$ cat config.mk
export PLATFORM = sky130hd
export DESIGN_NAME = bag_burst_addr
export DESIGN_NICKNAME = d
export VERILOG_FILES = /design/src/rtl/bag_pkg.sv /design/src/rtl/bag_strobe_sel.sv /design/src/rtl/bag_low_map.sv /design/src/rtl/bag_burst_addr.sv
export SDC_FILE = /design/constraint.sdc
export NUM_CORES = 1
export LEC_CHECK = 0
export BUFFER_PORTS_ARGS = -buffer_cell sky130_fd_sc_hd__buf_2
export CAP_MARGIN = 20
export CORE_MARGIN = 5
export CORE_UTILIZATION = 33
export CTS_CLUSTER_SIZE = 40
export DETAILED_ROUTE_END_ITERATION = 8
export PLACE_DENSITY_LB_ADDON = 0.25
export REMOVE_ABC_BUFFERS = 1
export SLEW_MARGIN = 5
export SYNTH_ARGS = -nofsm -noshare
export SYNTH_HDL_FRONTEND = slang
export SYNTH_SLANG_ARGS = --single-unit
export TNS_END_PERCENT = 5
$ cat constraint.sdc
create_clock -name clk -period 1.3 [get_ports clk]
set_input_delay 0.13 -clock clk [delete_from_list [all_inputs] [get_ports clk]]
set_output_delay 0.13 -clock clk [all_outputs]
set_load 0.005 [all_outputs]
$ cat src/rtl/bag_pkg.sv
package bag_pkg;

    typedef enum logic {
        ORD_INTERLEAVE = 1'b0,
        ORD_LINEAR     = 1'b1
    } bag_order_e;

    // Low address bits for a given captured start and beat number.
    function automatic logic [1:0] bag_low_bits(
        input logic [1:0] start,
        input logic [1:0] beat,
        input bag_order_e order
    );
        logic [1:0] r;
        if (order == ORD_LINEAR) r = start + beat;
        else                     r = start ^ beat;
        return r;
    endfunction

endpackage

$ cat src/rtl/bag_strobe_sel.sv
module bag_strobe_sel #(
    parameter int ADDR_W = 20
) (
    input  logic              proc_strobe,
    input  logic [ADDR_W-1:0] proc_addr,
    input  logic              ctrl_strobe,
    input  logic [ADDR_W-1:0] ctrl_addr,
    output logic              load,
    output logic [ADDR_W-1:0] load_addr
);
    // The processor side wins when both strobes are high.
    always_comb begin
        load      = proc_strobe | ctrl_strobe;
        load_addr = proc_strobe ? proc_addr : ctrl_addr;
    end
endmodule

$ cat src/rtl/bag_low_map.sv
module bag_low_map
    import bag_pkg::*;
(
    input  logic [1:0] start,
    input  logic [1:0] beat,
    input  logic       order_sel,
    output logic [1:0] low
);
    always_comb begin
        low = bag_low_bits(start, beat, bag_order_e'(order_sel));
    end
endmodule

$ cat src/rtl/bag_burst_addr.sv
module bag_burst_addr #(
    parameter int ADDR_W = 20
) (
    input  logic              clk,
    input  logic              rst_n,
    input  logic              proc_strobe,
    input  logic [ADDR_W-1:0] proc_addr,
    input  logic              ctrl_strobe,
    input  logic [ADDR_W-1:0] ctrl_addr,
    input  logic              advance,
    input  logic              order_sel,
    output logic [ADDR_W-1:0] cur_addr,
    output logic              burst_active
);
    localparam int HI_W = ADDR_W - 2;
    localparam logic [1:0] LAST_BEAT = 2'd3;

    typedef struct packed {
        logic [HI_W-1:0] hi;
        logic [1:0]      start;
        logic [1:0]      beat;
        logic            active;
    } bag_state_t;

    bag_state_t s_d, s_q;
    logic              load;
    logic [ADDR_W-1:0] load_addr;
    logic [1:0]        low;

    bag_strobe_sel #(.ADDR_W(ADDR_W)) u_sel (
        .proc_strobe (proc_strobe),
        .proc_addr   (proc_addr),
        .ctrl_strobe (ctrl_strobe),
        .ctrl_addr   (ctrl_addr),
        .load        (load),
        .load_addr   (load_addr)
    );

    bag_low_map u_map (
        .start     (s_q.start),
        .beat      (s_q.beat),
        .order_sel (order_sel),
        .low       (low)
    );

    always_comb begin
        s_d = s_q;
        if (load) begin
            s_d.hi     = load_addr[ADDR_W-1:2];
            s_d.start  = load_addr[1:0];
            s_d.beat   = '0;
            s_d.active = 1'b1;
        end else if (advance) begin
            s_d.beat = s_q.beat + 2'd1;
            if (s_q.beat == LAST_BEAT) s_d.active = 1'b0;
        end
    end

    always_ff @(posedge clk) begin
        if (!rst_n) s_q <= '0;
        else        s_q <= s_d;
    end

    assign cur_addr     = {s_q.hi, low};
    assign burst_active = s_q.active;

    // Assertions (order_sel is held steady between resets)
    a_r2_proc_load: assert property (@(posedge clk) disable iff (!rst_n)
        proc_strobe |=> cur_addr == $past(proc_addr));

    a_r4_proc_priority: assert property (@(posedge clk) disable iff (!rst_n)
        (proc_strobe && ctrl_strobe) |=> cur_addr != $past(ctrl_addr) || $past(ctrl_addr) == $past(proc_addr));

    a_r3_ctrl_load: assert property (@(posedge clk) disable iff (!rst_n)
        (ctrl_strobe && !proc_strobe) |=> cur_addr == $past(ctrl_addr));

    a_r5_active_set: assert property (@(posedge clk) disable iff (!rst_n)
        (proc_strobe || ctrl_strobe) |=> burst_active);

    a_r6_hold: assert property (@(posedge clk) disable iff (!rst_n)
        (!proc_strobe && !ctrl_strobe && !advance) |=> $stable(cur_addr) && $stable(burst_active));

    a_r7_linear_step: assert property (@(posedge clk) disable iff (!rst_n)
        (order_sel && advance && !proc_strobe && !ctrl_strobe)
        |=> cur_addr[1:0] == $past(cur_addr[1:0]) + 2'd1);

    a_r9_upper_hold: assert property (@(posedge clk) disable iff (!rst_n)
        (!proc_strobe && !ctrl_strobe) |=> $stable(cur_addr[ADDR_W-1:2]));

    a_r10_no_rise_on_advance: assert property (@(posedge clk) disable iff (!rst_n)
        (!proc_strobe && !ctrl_strobe && !burst_active) |=> !burst_active);

endmodule

Word level (Yosys, flattened, before mapping):

Index checks and enable logic that the tools add are counted.

* register bits: 23
* word-level logic and storage cells: 19

* add/subtract/negate cells: 2
* equality and inequality tests: 1
* multiplexer cells: 5
* bitwise logic cells: 3
* reduce and logical (&&, ||, !) cells: 4

Operators by type and width (number)
* 2-to-1 mux 20 bit: 1
* nonzero test 2 bit: 2
* 2-to-1 mux 1 bit: 3
* adder 2 x 1 -> 2 bit, second input constant: 1
* adder 2 bit: 1
* equality test 2 bit, second input constant: 1
* 2-to-1 mux 2 bit: 1
* AND reduction 2 bit: 1
* OR reduction 2 bit: 1
* bitwise XOR 2 bit: 1
* inverter 1 bit: 1
* bitwise OR 1 bit: 1

Logic depth before layout (Yosys ltp):

* depth in word-level cells: 4
* depth in mapped cells: 3
* depth with buffers taken out: 3

Modules after synthesis:

Synthesis repeated with hierarchy kept, for this count alone.

* cells, all modules: 122
* area total of the unflattened synthesis: 1407.6 um^2

Modules (own cells, without submodules)
* bag_burst_addr: times used 1, cells each 95, area an instance 1048.5 um^2, sequential area each 460.4 um^2
* bag_strobe_sel: times used 1, cells each 23, area an instance 325.3 um^2, sequential area each 0.0 um^2
* bag_low_map: times used 1, cells each 4, area an instance 33.8 um^2, sequential area each 0.0 um^2

Least setup slack after synthesis:

No wires, ideal clock.

* kind: reg-to-reg
* start point: register s_q[1] (netlist name)
* end point: register s_q (netlist bit burst_active)
* library setup time: 0.120 ns
* data arrival time: 0.772 ns
* data required time: 1.180 ns
* slack: 0.408 ns
* stages on the path, launching flop included: 4
* cell sequence: dfxtp_1 ha_1 a21boi_0 o31a_1

* longest elaborated chain between the ends: 3

RTL lines
* from (decl): line bag_burst_addr.sv:25 `bag_state_t s_d, s_q;`
* from (signal assigned): line bag_burst_addr.sv:60 `if (!rst_n) s_q <= '0;`
* from (signal assigned): line bag_burst_addr.sv:61 `else s_q <= s_d;`
* equality test 2 bit: line bag_burst_addr.sv:55 `if (s_q.beat == LAST_BEAT) s_d.active = 1'b0;`
* nonzero test 2 bit (no source line)
* AND reduction 2 bit (no source line)

No other way between the ends.
A chain may end at the register's enable or synchronous reset.

Worst setup path in the final report:

* start point: register s_q[1] (netlist name)
* end point: output cur_addr[1]

* longest elaborated chain between the ends: 2

RTL lines
* adder 2 bit: line bag_pkg.sv:15 `if (order == ORD_LINEAR) r = start + beat;`
* 2-to-1 mux 2 bit: line bag_pkg.sv:15
* to (decl): line bag_burst_addr.sv:12 `output logic [ADDR_W-1:0] cur_addr,`

No other way between the ends.

==> metrics.md <==
| Metric | Value |
|---|---|
| # H-tree levels | `1` |
| CP Data Arrival Time | `1.10 ns` |
| Vias | `997` |
| Final setup viols | `0` |
| Drt initial violations | `18` |
| Relative slew margins | `0.628` |
| Via density | `4.53` |
| VDD IR-drop max | `0.320 mV` |
| CP Class | `reg2out` |
| Util after Layout | `0.419` |
| Port bufs | `66` |
| P&R area growth vs syn | `22.8%` |
| Most frequent cells after synthesis | `dfxtp_1, o211a_1, buf_4` |
| Post-synth top area share | `0.335` |
| CP max-delay cell | `dfxtp_2` |
| GP Congestion | `0.724` |
| TritonCTS Buffers | `3` |
| Die H | `74.5 um` |
| IO Pins | `67` |
| Starting Density | `0.341` |
| P_leak | `0.994 nW` |
| TritonCTS clock tree | `done` |
| Worst setup margin | `0.0741 ns` |
| Final period util | `0.943` |
| Max cap viols | `0` |
| Drt drc | `0` |
| Final WL | `3.09 mm` |
| Post-synth top flop | `dfxtp_1` |
| Clk_skew | `0.0000235 ns` |
| RSZ-0062 raised after global routing | `no` |
| Largest cells by area after synthesis | `dfxtp_1, mux2_4, o211a_1` |
| Post-synth EDFFs | `0` |
| Global-route wire length before repair | `5.00 mm` |
| Slowest stage delay, CP | `0.35 ns` |
| Post-route setup TNS | `0 ns` |
| Crit-path max FO | `3` |
| Critical Path RT | `1.17 ns` |
| Worst min path class | `in2reg` |
| Post-Place Setup Slack | `0.147 ns` |
| Synth Instances | `122` |
| Post-synthesis sequential area ratio | `0.335` |
| FFs w/ async S/R, synth | `0` |
| Peak Freq | `0.816 GHz` |
| Critical path, cell by cell | `ha_1 -> nand2_1 -> xnor2_1 -> buf_2` |
| Number of global-route vias before repair | `1175` |
| Bufs on Longest Clock Path | `2` |
| Outcome | `completed` |
| Least-Margin Pin Slew | `0.558 ns` |
| CP endpoint kind | `output pin` |
| WL/cell | `14.0 um` |
| Die area | `0.00555 mm2` |
| Initial antenna violation count | `0` |
| Fin. Hold Viols | `0` |
| Post-CTS Hold Fix Bufs | `0` |
| Core ar. | `0.00403 mm2` |
| Mapped Area | `0.00137 mm2` |
| Row Count | `23` |
| Remaining global-route overflow | `0` |
| Post-layout min period | `1.23 ns` |
| Worst-path clk slew | `0.08 ns` |
| Synth unique cells | `19` |
| Top Family by Delay on Critical Path | `flip-flops` |
| CTS Sinks | `23` |
| Max-slew violations | `0` |
| Buffers and inverters on the worst path | `1` |
| Share of layout cells above drive strength 1 | `0.565` |
| Tot GR Track Use | `0.114` |
| Syn_area_per_cell | `11.3 um2` |
| Setup crit start kind | `flip-flop` |
| Die X | `74.5 um` |
| Worst skew pair latency | `0.26 ns` |
| Most frequent cell after synthesis | `dfxtp_1` |
| Ant diodes | `0` |
| Largest net degree at the start of global routing | `35` |
| FF+latch count, synth | `23` |
| Nets@finish | `219` |
| Cell taking the most area after synthesis | `dfxtp_1` |
| Root Buffer Master | `clkbuf_8` |
| Final HPWL DP | `2.42 mm` |
| ANT nets after route | `0` |
| Power per cell area | `934 mW/mm2` |
| TritonRoute pass-1 iters | `4` |
| Synthesis warning total | `0` |
-- final cells by class --
type,instances,area [um2]
clock buffer,3,41.3
multi-input combinational,72,723
clock inverter,1,5.00
fill,409,2340
timing repair buffer,71,393
tap,50,62.6
sequential,23,462
-- power by group --
part	total (mW)	internal (mW)	switching (mW)
Combinational	0.362	0.230	0.131
Clock	0.433	0.213	0.219
Sequential	0.781	0.755	0.0263
-- cell families after synthesis --
logic type      synth area share
fa+ha+maj                 0.0182
buf+inv                    0.138
mux                        0.220
compound gates             0.158
simple gates               0.111
flops                      0.335
xor+xnor                  0.0191
-- stage by stage --
stage | power [mW] | cell area, um2 | instances | hold WS, ns
after floorplan | 0.964 | 1180 | 95 | 0.258
after global placement | 1.15 | 1640 | 216 | 0.422
after detailed placement | 1.16 | 1640 | 216 | 0.445
after CTS | 1.61 | 1690 | 220 | 0.172
after global routing | 1.67 | 1690 | 220 | 0.188
final | 1.58 | 1690 | 220 | 0.175
-- what timing repair did --
item / 4_1_cts / 5_1_grt
resized for setup: 0 / 1
endpoints found under the setup margin: 0 / 1
buffers inserted: 0 / 0
-- registers in the layout, indices dropped and copies added, names as in the netlist --
signal and flops:
cur_addr 18, s_q 4, burst_active 1
-- routing by layer --
metal / share of wire / global-route usage / up-vias
li1: - / - / 501
met1: 0.44 / 0.137 / 454
met2: 0.47 / 0.197 / 42
met3: 0.094 / 0.0405 / 0
met4: 0 / 0.0237 / 0
met5: 0 / 0 / -
-- final timing paths --
path / startpoint / end / slack (ns) / depth (start not counted)
max reg2reg: s_q[2] / burst_active / 0.37 / 3
min reg2reg: s_q[2] / s_q[2] / 0.56 / 2
max: s_q[1] / cur_addr[1] / 0.07 / 4
min: advance / s_q[2] / 0.18 / 3
-- cell usage in the layout, fill, tap and decap left out --
cell      netlist  routed
mux2_4         18      18
o211a_1        20      20
xor2_1          1       1
clkinv_2        0       1
dfxtp_2         0       1
mux2_2          2       2
dfxtp_1        23      22
ha_1            2       2
nor2_1          2       2
nand2_1         1       1
or2b_1          6       6
or3b_1          1       1
buf_4          19       3
mux2i_1         1       1
clkbuf_8        0       3
buf_12          0       2
nand2b_1       14      14
a21boi_0        1       1
xnor2_1         2       2
buf_2           2      66
o31a_1          1       1
-- worst reg2reg max path: stages, from the launching register on --
cell,delay [ns]
dfxtp_1,0.37
ha_1,0.15
a21boi_0,0.07
o31a_1,0.23
Note: power is estimated with default switching activity, not from simulation.
